[src/rtl/dtm_pkg.sv]
package dtm_pkg;

  // which rule produced the next state, in rising priority
  typedef enum logic [2:0] {
    SRC_START  = 3'd0,
    SRC_D1     = 3'd1,
    SRC_D2     = 3'd2,
    SRC_D3     = 3'd3,
    SRC_STORED = 3'd4
  } src_e;

  // fixed location of a depth-1 default target
  function automatic int unsigned loc_d1(input int unsigned base, input int unsigned b);
    return base + b;
  endfunction

  // fixed location of depth-2 slot k for byte b
  function automatic int unsigned loc_d2(input int unsigned base, input int unsigned b,
                                         input int unsigned k, input int unsigned nslot);
    return base + nslot * b + k;
  endfunction

  // fixed location of a depth-3 default target
  function automatic int unsigned loc_d3(input int unsigned base, input int unsigned b);
    return base + b;
  endfunction

endpackage

[src/rtl/dtm_hist.sv]
// Input stage: current byte, packet-start flag and the two bytes before it.
module dtm_hist #(
  parameter int BYTE_W = 8
) (
  input  logic              clk,
  input  logic              rst_n,
  input  logic              in_valid,
  input  logic              in_first,
  input  logic [BYTE_W-1:0] in_byte,
  output logic              valid_q,
  output logic              first_q,
  output logic [BYTE_W-1:0] byte_q,
  output logic [BYTE_W-1:0] p1_q,
  output logic [BYTE_W-1:0] p2_q,
  output logic [1:0]        hcnt_q
);

  always_ff @(posedge clk) begin
    if (!rst_n) begin
      valid_q <= 1'b0;
      first_q <= 1'b0;
      byte_q  <= '0;
      p1_q    <= '0;
      p2_q    <= '0;
      hcnt_q  <= 2'd0;
    end else begin
      valid_q <= in_valid;
      if (in_valid) begin
        byte_q  <= in_byte;
        first_q <= in_first;
        if (in_first) begin
          hcnt_q <= 2'd0;
        end else begin
          p1_q <= byte_q;
          p2_q <= p1_q;
          if (hcnt_q != 2'd2) hcnt_q <= hcnt_q + 2'd1;
        end
      end
    end
  end

endmodule

[src/rtl/dtm_xsearch.sv]
// Compares the byte with every valid stored transition; lowest index wins.
module dtm_xsearch #(
  parameter int MAXT   = 13,
  parameter int BYTE_W = 8,
  parameter int ADDR_W = 12,
  parameter int TYPE_W = 4,
  localparam int CNT_W = $clog2(MAXT + 1),
  localparam int TR_W  = BYTE_W + ADDR_W + TYPE_W
) (
  input  logic [CNT_W-1:0]     cnt,
  input  logic [MAXT*TR_W-1:0] trans,
  input  logic [BYTE_W-1:0]    byte_i,
  output logic                 hit,
  output logic [ADDR_W-1:0]    hit_addr,
  output logic [TYPE_W-1:0]    hit_type
);

  logic [MAXT-1:0] cand;

  for (genvar i = 0; i < MAXT; i++) begin : g_ent
    logic [TR_W-1:0] ent;
    assign ent     = trans[i*TR_W +: TR_W];
    assign cand[i] = (CNT_W'(i) < cnt) && (ent[BYTE_W-1:0] == byte_i);
  end

  always_comb begin
    hit      = |cand;
    hit_addr = '0;
    hit_type = '0;
    for (int i = MAXT - 1; i >= 0; i--) begin
      if (cand[i]) begin
        hit_addr = trans[i*TR_W + BYTE_W +: ADDR_W];
        hit_type = trans[i*TR_W + BYTE_W + ADDR_W +: TYPE_W];
      end
    end
  end

endmodule

[src/rtl/dtm_dflt.sv]
// Picks among the depth-3, depth-2, depth-1 defaults and the start state.
module dtm_dflt #(
  parameter int          BYTE_W     = 8,
  parameter int          ADDR_W     = 12,
  parameter int          TYPE_W     = 4,
  parameter int          NSLOT      = 4,
  parameter int unsigned BASE1      = 1,
  parameter int unsigned BASE2      = 257,
  parameter int unsigned BASE3      = 1281,
  parameter int unsigned START_ADDR = 0,
  parameter int unsigned START_TYPE = 0,
  parameter int unsigned DFLT_TYPE  = 1,
  localparam int DW_W  = 1 + NSLOT * BYTE_W + 2 * BYTE_W,
  localparam int PAIR0 = 1 + NSLOT * BYTE_W
) (
  input  logic [BYTE_W-1:0] byte_i,
  input  logic [DW_W-1:0]   word,
  input  logic [BYTE_W-1:0] p1,
  input  logic [BYTE_W-1:0] p2,
  input  logic [1:0]        hcnt,
  output dtm_pkg::src_e     src,
  output logic [ADDR_W-1:0] d_addr,
  output logic [TYPE_W-1:0] d_type
);
  import dtm_pkg::*;

  logic [NSLOT-1:0] slot_hit;
  logic             d3_hit;
  logic             d1_hit;
  int unsigned      slot_k;

  for (genvar k = 0; k < NSLOT; k++) begin : g_slot
    assign slot_hit[k] = (hcnt != 2'd0) && (word[1 + k*BYTE_W +: BYTE_W] == p1);
  end

  assign d3_hit = (hcnt == 2'd2) && (word[PAIR0 +: 2*BYTE_W] == {p2, p1});
  assign d1_hit = word[0];

  always_comb begin
    slot_k = 0;
    for (int k = NSLOT - 1; k >= 0; k--) begin
      if (slot_hit[k]) slot_k = k;
    end
  end

  always_comb begin
    if (d3_hit) begin
      src    = SRC_D3;
      d_addr = ADDR_W'(loc_d3(BASE3, 32'(byte_i)));
      d_type = TYPE_W'(DFLT_TYPE);
    end else if (|slot_hit) begin
      src    = SRC_D2;
      d_addr = ADDR_W'(loc_d2(BASE2, 32'(byte_i), slot_k, NSLOT));
      d_type = TYPE_W'(DFLT_TYPE);
    end else if (d1_hit) begin
      src    = SRC_D1;
      d_addr = ADDR_W'(loc_d1(BASE1, 32'(byte_i)));
      d_type = TYPE_W'(DFLT_TYPE);
    end else begin
      src    = SRC_START;
      d_addr = ADDR_W'(START_ADDR);
      d_type = TYPE_W'(START_TYPE);
    end
  end

endmodule

[src/rtl/dtm_stepper.sv]
module dtm_stepper #(
  parameter int          BYTE_W     = 8,
  parameter int          ADDR_W     = 12,
  parameter int          TYPE_W     = 4,
  parameter int          MAXT       = 13,
  parameter int          NSLOT      = 4,
  parameter int          MF_W       = 12,
  parameter int unsigned BASE1      = 1,
  parameter int unsigned BASE2      = 257,
  parameter int unsigned BASE3      = 1281,
  parameter int unsigned START_ADDR = 0,
  parameter int unsigned START_TYPE = 0,
  parameter int unsigned DFLT_TYPE  = 1,
  localparam int CNT_W = $clog2(MAXT + 1),
  localparam int TR_W  = BYTE_W + ADDR_W + TYPE_W,
  localparam int REC_W = CNT_W + MF_W + MAXT * TR_W,
  localparam int DW_W  = 1 + NSLOT * BYTE_W + 2 * BYTE_W
) (
  input  logic              clk,
  input  logic              rst_n,
  input  logic              in_valid,
  input  logic              in_first,
  input  logic [BYTE_W-1:0] in_byte,
  input  logic [DW_W-1:0]   in_dflt,
  input  logic [REC_W-1:0]  st_rec,
  output logic              req_valid,
  output logic [ADDR_W-1:0] req_addr,
  output logic [TYPE_W-1:0] req_type,
  output logic              match_hit,
  output logic [MF_W-2:0]   match_addr
);
  import dtm_pkg::*;

  // input stage
  logic              valid_q, first_q;
  logic [BYTE_W-1:0] byte_q, p1_q, p2_q;
  logic [1:0]        hcnt_q;

  dtm_hist #(.BYTE_W(BYTE_W)) u_hist (
    .clk(clk), .rst_n(rst_n), .in_valid(in_valid), .in_first(in_first),
    .in_byte(in_byte), .valid_q(valid_q), .first_q(first_q), .byte_q(byte_q),
    .p1_q(p1_q), .p2_q(p2_q), .hcnt_q(hcnt_q)
  );

  // registered record, default word, current state and its type
  logic [REC_W-1:0]  rec_q;
  logic [DW_W-1:0]   dw_q;
  logic [ADDR_W-1:0] cur_addr_q;
  logic [TYPE_W-1:0] cur_type_q;
  logic              arrive_q;

  // decision wires, named for the checks below
  logic              use_rec;
  logic              x_hit;
  logic [ADDR_W-1:0] x_addr;
  logic [TYPE_W-1:0] x_type;
  src_e              d_src;
  logic [ADDR_W-1:0] d_addr;
  logic [TYPE_W-1:0] d_type;
  src_e              nxt_src;
  logic [ADDR_W-1:0] nxt_addr;
  logic [TYPE_W-1:0] nxt_type;

  dtm_xsearch #(
    .MAXT(MAXT), .BYTE_W(BYTE_W), .ADDR_W(ADDR_W), .TYPE_W(TYPE_W)
  ) u_xs (
    .cnt(rec_q[CNT_W-1:0]),
    .trans(rec_q[CNT_W + MF_W +: MAXT*TR_W]),
    .byte_i(byte_q),
    .hit(x_hit), .hit_addr(x_addr), .hit_type(x_type)
  );

  dtm_dflt #(
    .BYTE_W(BYTE_W), .ADDR_W(ADDR_W), .TYPE_W(TYPE_W), .NSLOT(NSLOT),
    .BASE1(BASE1), .BASE2(BASE2), .BASE3(BASE3),
    .START_ADDR(START_ADDR), .START_TYPE(START_TYPE), .DFLT_TYPE(DFLT_TYPE)
  ) u_df (
    .byte_i(byte_q), .word(dw_q), .p1(p1_q), .p2(p2_q), .hcnt(hcnt_q),
    .src(d_src), .d_addr(d_addr), .d_type(d_type)
  );

  // the fetched record is meaningful only inside a packet
  assign use_rec = valid_q && !first_q;

  always_comb begin
    if (use_rec && x_hit) begin
      nxt_src  = SRC_STORED;
      nxt_addr = x_addr;
      nxt_type = x_type;
    end else begin
      nxt_src  = d_src;
      nxt_addr = d_addr;
      nxt_type = d_type;
    end
  end

  always_ff @(posedge clk) begin
    if (!rst_n) begin
      rec_q      <= '0;
      dw_q       <= '0;
      cur_addr_q <= ADDR_W'(START_ADDR);
      cur_type_q <= TYPE_W'(START_TYPE);
      arrive_q   <= 1'b0;
    end else begin
      rec_q    <= st_rec;
      arrive_q <= valid_q;
      if (in_valid) dw_q <= in_dflt;
      if (valid_q) begin
        cur_addr_q <= nxt_addr;
        cur_type_q <= nxt_type;
      end
    end
  end

  assign req_valid  = valid_q;
  assign req_addr   = valid_q ? nxt_addr : cur_addr_q;
  assign req_type   = valid_q ? nxt_type : cur_type_q;
  assign match_hit  = arrive_q && rec_q[CNT_W + MF_W - 1];
  assign match_addr = rec_q[CNT_W +: MF_W-1];


  one_per_cycle_chk: assert property (@(posedge clk) disable iff (!rst_n)
    in_valid |=> req_valid);


  no_spurious_req_chk: assert property (@(posedge clk) disable iff (!rst_n)
    !in_valid |=> !req_valid);


  first_byte_dflt_chk: assert property (@(posedge clk) disable iff (!rst_n)
    (valid_q && first_q) |-> (nxt_src == SRC_D1 || nxt_src == SRC_START));


  d3_needs_two_chk: assert property (@(posedge clk) disable iff (!rst_n)
    (valid_q && nxt_src == SRC_D3) |-> (hcnt_q == 2'd2));


  d1_exists_chk: assert property (@(posedge clk) disable iff (!rst_n)
    (valid_q && nxt_src == SRC_D1) |-> dw_q[0]);


  idle_hold_chk: assert property (@(posedge clk) disable iff (!rst_n)
    (!req_valid && !$past(req_valid)) |-> ($stable(req_addr) && $stable(req_type)));


  match_after_req_chk: assert property (@(posedge clk) disable iff (!rst_n)
    match_hit |-> $past(req_valid));

endmodule

[config.mk]
export PLATFORM = sky130hd
export DESIGN_NAME = dtm_stepper
export DESIGN_NICKNAME = d
export VERILOG_FILES = /design/src/rtl/dtm_pkg.sv /design/src/rtl/dtm_hist.sv /design/src/rtl/dtm_xsearch.sv /design/src/rtl/dtm_dflt.sv /design/src/rtl/dtm_stepper.sv
export SDC_FILE = /design/constraint.sdc
export NUM_CORES = 1
export LEC_CHECK = 0
export ABC_AREA = 1
export BUFFER_PORTS_ARGS = -buffer_cell sky130_fd_sc_hd__buf_2
export CORE_ASPECT_RATIO = 1.75
export CORE_MARGIN = 3
export CORE_UTILIZATION = 54
export DETAILED_ROUTE_END_ITERATION = 16
export HOLD_SLACK_MARGIN = 0.1
export PLACE_DENSITY = 0.8
export SLEW_MARGIN = 15
export SYNTH_ARGS = -nofsm -noshare
export SYNTH_HDL_FRONTEND = slang
export SYNTH_SLANG_ARGS = --single-unit
[constraint.sdc]
create_clock -name clk -period 3.5 [get_ports clk]
set_input_delay 0.525 -clock clk [delete_from_list [all_inputs] [get_ports clk]]
set_output_delay 0.525 -clock clk [all_outputs]
set_load 0.05 [all_outputs]
### Word level (Yosys, flattened, before mapping)

Index checks and enable logic that the tools add are counted.

| word-level totals | value |
|---|---|
| bits in registers | 422 |
| latch bits | 0 |
| RAM bits | 0 |
| memory bits (read-only) | 0 |
| bits of input ports | 389 |
| output and inout bits | 29 |
| word-level logic and storage cells | 120 |
| memories | 0 |

| operators by class | value |
|---|---|
| add/sub/neg operators | 5 |
| multipliers | 0 |
| div/mod/pow operators | 0 |
| magnitude comparators | 13 |
| eq/ne operators | 20 |
| shift-type cells | 0 |
| mux-type cells | 42 |
| bitwise gates (word level) | 1 |
| reduce and logical (&&, ||, !) cells | 28 |

Operators by type and width:

| operator | number |
|---|---|
| two-way mux 12 bit | 18 |
| equality test 8 bit | 17 |
| two-way mux 4 bit | 17 |
| logical AND 1 bit | 21 |
| < comparator 4 bit (first input constant) | 5 |
| equality test 16 bit | 1 |
| < comparator 3 x 4 -> 1 bit (first input constant) | 4 |
| OR reduction 13 bit | 1 |
| adder 11 x 8 -> 12 bit (first input constant) | 1 |
| adder 12 x 2 -> 12 bit | 1 |
| two-way mux 2 bit | 6 |
| adder 9 x 10 -> 11 bit (first input constant) | 1 |
| adder 1 x 8 -> 9 bit (first input constant) | 1 |
| < comparator 1 x 4 -> 1 bit (first input constant) | 2 |
| < comparator 2 x 4 -> 1 bit (first input constant) | 2 |
| AND reduction 2 bit | 2 |
| nonzero test 2 bit | 2 |
| OR reduction 4 bit | 1 |
| adder 2 x 1 -> 2 bit (second input constant) | 1 |
| equality test 2 bit (second input constant) | 1 |
| inequality test 2 bit (second input constant) | 1 |
| logical NOT 1 bit | 1 |
| two-way mux 1 bit | 1 |
| NOT 1 bit | 1 |

### Longest topological paths before layout

| depth | value |
|---|---|
| depth after elaboration | 17 |
| depth in mapped cells | 27 |
| gate-level depth less buffers | 25 |

### Modules after synthesis

Synthesis repeated with hierarchy kept, for this count alone.

| unflattened totals | value |
|---|---|
| cell total of the unflattened synthesis | 2736 |
| area, all modules | 18766.7 um2 |

Modules (own cells, without submodules):

| module | instances | cells each | area each (um2) | sequential area each (um2) |
|---|---|---|---|---|
| dtm_stepper | 1 | 1407 | 12004.0 | 7887.6 |
| dtm_xsearch | 1 | 878 | 4150.2 | 0.0 |
| dtm_dflt | 1 | 323 | 1591.5 | 0.0 |
| dtm_hist | 1 | 128 | 1021.0 | 560.5 |

### Worst setup path after synthesis

No wires, ideal clock.

| timing | value |
|---|---|
| path type | register to output |
| from | register u_hist.hcnt_q[0] |
| to | output port req_addr[8] |
| data arrival time | 2.635 ns |
| required time | 2.975 ns |
| path slack | 0.340 ns |
| stages on the path, launching flop included | 17 |
| path buffers | 1 |
| cell sequence | dfxtp_1 > inv_1 > ha_1 > a21oi_1 > nand3_1 > nor2_2 > o21ai_0 > a21oi_2 > ha_1 > buf_1 > nand2_1 > xor2_1 > o211ai_1 > a31oi_1 > nand2_1 > nand2_1 > inv_1 |

| between the ends | value |
|---|---|
| longest elaborated chain between the ends | 11 |
| elaborated cells on any way between the ends | 17 |
| those cells by class | add/sub: 1; eq/ne: 1; mux: 8; reduce/logical: 7 |

RTL lines:

| element | RTL line | source |
|---|---|---|
| start, declared | dtm_hist.sv:15 | `output logic [1:0] hcnt_q` |
| start signal, assigned | dtm_hist.sv:36 | `if (hcnt_q != 2'd2) hcnt_q <= hcnt_q + 2'd1;` |
| nonzero test 2 bit | dtm_dflt.sv:33 | `assign slot_hit[k] = (hcnt != 2'd0) && (word[1 + k*BYTE_W +: BYTE_W] == p1);` |
| logical AND 1 bit | dtm_dflt.sv:33 |  |
| two-way mux 2 bit (4 in series) | dtm_dflt.sv:42 | `if (slot_hit[k]) slot_k = k;` |
| adder 12 x 2 -> 12 bit | dtm_pkg.sv:20 | `return base + nslot * b + k;` |
| two-way mux 12 bit | dtm_dflt.sv:51 | `end else if (\|slot_hit) begin` |
| two-way mux 12 bit (*) | dtm_dflt.sv:47 | `if (d3_hit) begin` |
| two-way mux 12 bit (*) | dtm_stepper.sv:86 | `if (use_rec && x_hit) begin` |
| two-way mux 12 bit (*) | n/a |  |
| end, declared | dtm_stepper.sv:27 | `output logic [ADDR_W-1:0] req_addr,` |

Mark *: on every way between the ends. The rest lies on a longest branch, timed or not.

### Worst setup path after layout

| timing | value |
|---|---|
| from | register u_hist.byte_q[6] |
| to | output port req_addr[2] |

| between the ends | value |
|---|---|
| longest elaborated chain between the ends | 17 |
| elaborated cells on any way between the ends | 43 |
| those cells by class | eq/ne: 13; mux: 15; reduce/logical: 15 |

RTL lines:

| element | RTL line | source |
|---|---|---|
| start, declared | dtm_hist.sv:12 | `output logic [BYTE_W-1:0] byte_q,` |
| start signal, assigned | dtm_hist.sv:29 | `byte_q <= in_byte;` |
| equality test 8 bit | dtm_xsearch.sv:23 | `assign cand[i] = (CNT_W'(i) < cnt) && (ent[BYTE_W-1:0] == byte_i);` |
| logical AND 1 bit | dtm_xsearch.sv:23 |  |
| two-way mux 12 bit (13 in series) | dtm_xsearch.sv:31 | `if (cand[i]) begin` |
| two-way mux 12 bit (*) | dtm_stepper.sv:86 |  |
| two-way mux 12 bit (*) | n/a |  |

Marks and branches as above.

==> metrics.md <==
| Metric | Value |
|---|---|
| I/O pins | `418` |
| Number of buffers between clock root and the deepest sink | `3` |
| Starting DRT DRC Count | `1251` |
| Worst Slack Setup Final | `-307 ps` |
| Clock root buffer | `clkbuf_16` |
| Maximum number of pins on one net before global-route repair | `130` |
| Worst VDD drop | `421 µV` |
| Ratio of routed vias to standard cells | `5.10` |
| Die Y-Extent | `251 µm` |
| Pre-antenna DRT Iters | `8` |
| Critical Path Start Type | `flip-flop` |
| Number of buffers added on ports | `417` |
| GRT Residual Overflow | `0` |
| Overall fraction of global-route tracks in use | `33.0%` |
| Num Clock Sinks | `422` |
| Width of the die | `146 µm` |
| Number of buffers created by CTS | `38` |
| Hold Path Class | `in2reg` |
| Worst skew pair latency | `540 ps` |
| Worst-Margin Slew | `768 ps` |
| Setup skew after layout | `17.1 ps` |
| Number of nets at the end of the flow | `3549` |
| Static leakage power | `0.0139 µW` |
| Total Wirelength | `64.4 mm` |
| Number of antenna violations at the first check in global routing | `1` |
| Gate count of the mapped netlist | `2674` |
| Row count | `89` |
| Reported max-cap violation count | `0` |
| Register bit total from synthesis | `422` |
| Share of the yosys chip area belonging to registers | `45.6%` |
| Post-place setup slack | `-80.6 ps` |
| Proportion of layout cells with a drive suffix above 1 | `28.6%` |
| Area growth from synthesis to layout | `32.2%` |
| Crit-path max FO | `8` |
| CP endpoint kind | `primary output` |
| Core occupancy in the finished layout | `72.6%` |
| Worst Path Arrival | `3280 ps` |
| Max Clk Rate | `0.263 GHz` |
| Dominant register cell in the synthesized netlist | `dfxtp_1` |
| Number of flops mapped to enable cells by yosys | `0` |
| Syn_area_per_cell | `6.92 µm²` |
| Relative max-transition margin | `48.8%` |
| Violations in the final reports | `negative setup slack` |
| Number of remaining DRC errors | `0` |
| Clock transition at the registers of the reported paths | `70 ps` |
| Syn nets | `3069` |
| Setup repair after global routing missed its margin | `yes` |
| Routed wirelength normalized by instance count | `17.7 µm` |
| Critical setup path kind | `reg2out` |
| Yosys warnings | `0` |
| Area of the core region | `33700 µm²` |
| CTS HTree Levels | `2` |
| Cell Area, Synth | `18500 µm²` |
| Share of async-settable or async-resettable flops after synthesis | `0%` |
| TritonCTS clock tree | `built` |
| Tcrit/Tclk final | `109%` |
| Count of hold buffers inserted by post-cts repair | `0` |
| Number of global-route vias before repair | `18400` |
| Fill cell total of the finished layout | `2676` |
| Wire length of the first global-routing pass | `95.1 mm` |
| Unique cell type count in the Yosys netlist | `55` |
| Die ar. | `36600 µm²` |
| Max Slew Vio Count | `0` |
| Final Hold Fails | `0` |
| Result of the run | `complete, but fails checks` |
| Placer Congestion | `0.944` |
| Initial Utilization | `54.9%` |
| Count of vias placed by the detailed router | `18600` |
| Minimum clock period after layout | `3810 ps` |
| WHS | `160 ps` |
| Number of setup violations in the final report | `16` |
| Final antenna-violating net count | `0` |
| Power density relative to cell area | `482 nW/µm²` |
| Final sum of negative setup slack | `-3600 ps` |
| DP HPWL | `48.2 mm` |
| Required time reported for the critical path endpoint | `2970 ps` |
## synthesized netlist by cell type (all sizes together) (21+ instances only)
library cell,count,area (µm²)
o22ai,21,131
clkbuf,71,268
a21oi,104,524
inv,521,1960
o21ai,155,780
nand3,65,335
xor2,33,289
or2,46,288
dfxtp,422,8450
nand4,26,163
buf,62,462
xnor2,34,298
nand2,753,2840
nor2,271,1050
nor3,26,156
## logic make-up after synthesis
kind of cell             Yosys count  synth area share [%]
multiplexers                       2                 0.108
AO/OA/AOI/OAI                    306                  8.91
AND/OR/NAND/NOR                 1214                  27.2
XOR/XNOR                          67                  3.17
adder cells (fa/ha/maj)            6                 0.405
buffers and inverters            657                  14.6
flip-flops                       422                  45.6
## worst max-delay path: stages (launching register included)
cell and delay [ps]:
dfxtp_2 330, buf_12 150, buf_12 140, xor2_4 180, nor3_4 270, nand3_4 140, buf_6 160, buf_4 130
o21ai_2 100, inv_1 60, nand2_2 90, nand2_1 60, nand2_1 70, nand2_2 90, nand2_1 70, nand2_1 50
nand2_1 70, nand2_1 60, nand2_1 60, nand2_1 70, nand2_2 110, nand2_2 70, inv_2 70, buf_12 130
## area by class of cell
type                       instances  area [µm²]  share of cell area [%]
antenna                            1        2.50                  0.0102
sequential                       422        8490                    34.7
timing repair buffer             572        3810                    15.6
multi-input combinational       1596        8150                    33.3
clock inverter                    25         445                    1.82
inverter                         524        2010                    8.20
clock buffer                      43        1010                    4.13
tap                              455         569                    2.33
## through the flow
stage | power, µW | std cells | instance area (µm²)
global route | 12200 | 3638 | 24500
finish | 11800 | 3638 | 24500
detailed placement | 6800 | 3502 | 21400
CTS | 11700 | 3616 | 23800
floorplan | 6160 | 2674 | 18500
global placement | 6780 | 3502 | 21400
## what timing repair did
item                                   CTS  global route
buffers inserted                        46            22
setup endpoints to repair               16            17
endpoints found under the hold margin    0             0
gates cloned                             0             3
pin swaps                               51            83
resized for setup                      192           131
## routing by layer
metal	part of all wire, %	vias to the layer above	GRT usage (%)	wire length, µm
met2	51	884	61.4	32700
met4	8.9	0	23.3	5700
met3	5.9	285	4.24	3830
met1	34	8448	33.8	22100
li1	-	8954	-	-
met5	0	-	0	0
## power by group
| part | internal, µW | switching, µW |
|---|---|---|
| Combinational | 707 | 989 |
| Sequential | 5080 | 169 |
| Clock | 2980 | 1870 |
| Total | 8760 | 3030 |
## worst paths after layout
path / cells past startpoint / to / start / slack [ps]
setup / recovery: 23 / req_addr[2] / u_hist.byte_q[6] / -310
hold / removal: 3 / rec_q[264] / st_rec[264] / 160
setup reg to reg: 24 / cur_type_q[1] / u_hist.byte_q[6] / 150
hold reg to reg: 2 / u_hist.hcnt_q[1] / u_hist.hcnt_q[1] / 480
## placed cells by master (no fill, tap or decap), types with 17 or more instances in the layout
cell type  synthesis  routed
nor3_1            22      17
nand2_1          749     680
clkbuf_16          0      41
o22ai_1           21      19
or2_2             39      38
dfxtp_1          422     404
inv_2             11      21
xnor2_1           34      23
inv_1            509     492
a21oi_1          103      94
o21ai_0          144     119
nand3_1           63      41
nor2_1           261     246
buf_12             0      27
nand3_2            2      22
buf_6             18      26
nor2_2             8      17
nand4_1           26      26
buf_2             24     400
buf_4             17     111
xor2_1            33      32
o21ai_1           10      23
nand2_2            3      68
## flip-flops by register name (all words and copies together), names as in the netlist
name            count
rec_q             328
dw_q               49
cur_addr_q         12
u_hist.byte_q       8
u_hist.p1_q         8
u_hist.p2_q         8
cur_type_q          4
u_hist.hcnt_q       2
arrive_q            1
u_hist.first_q      1
u_hist.valid_q      1
No activity file was read; power rests on OpenSTA's default activity.
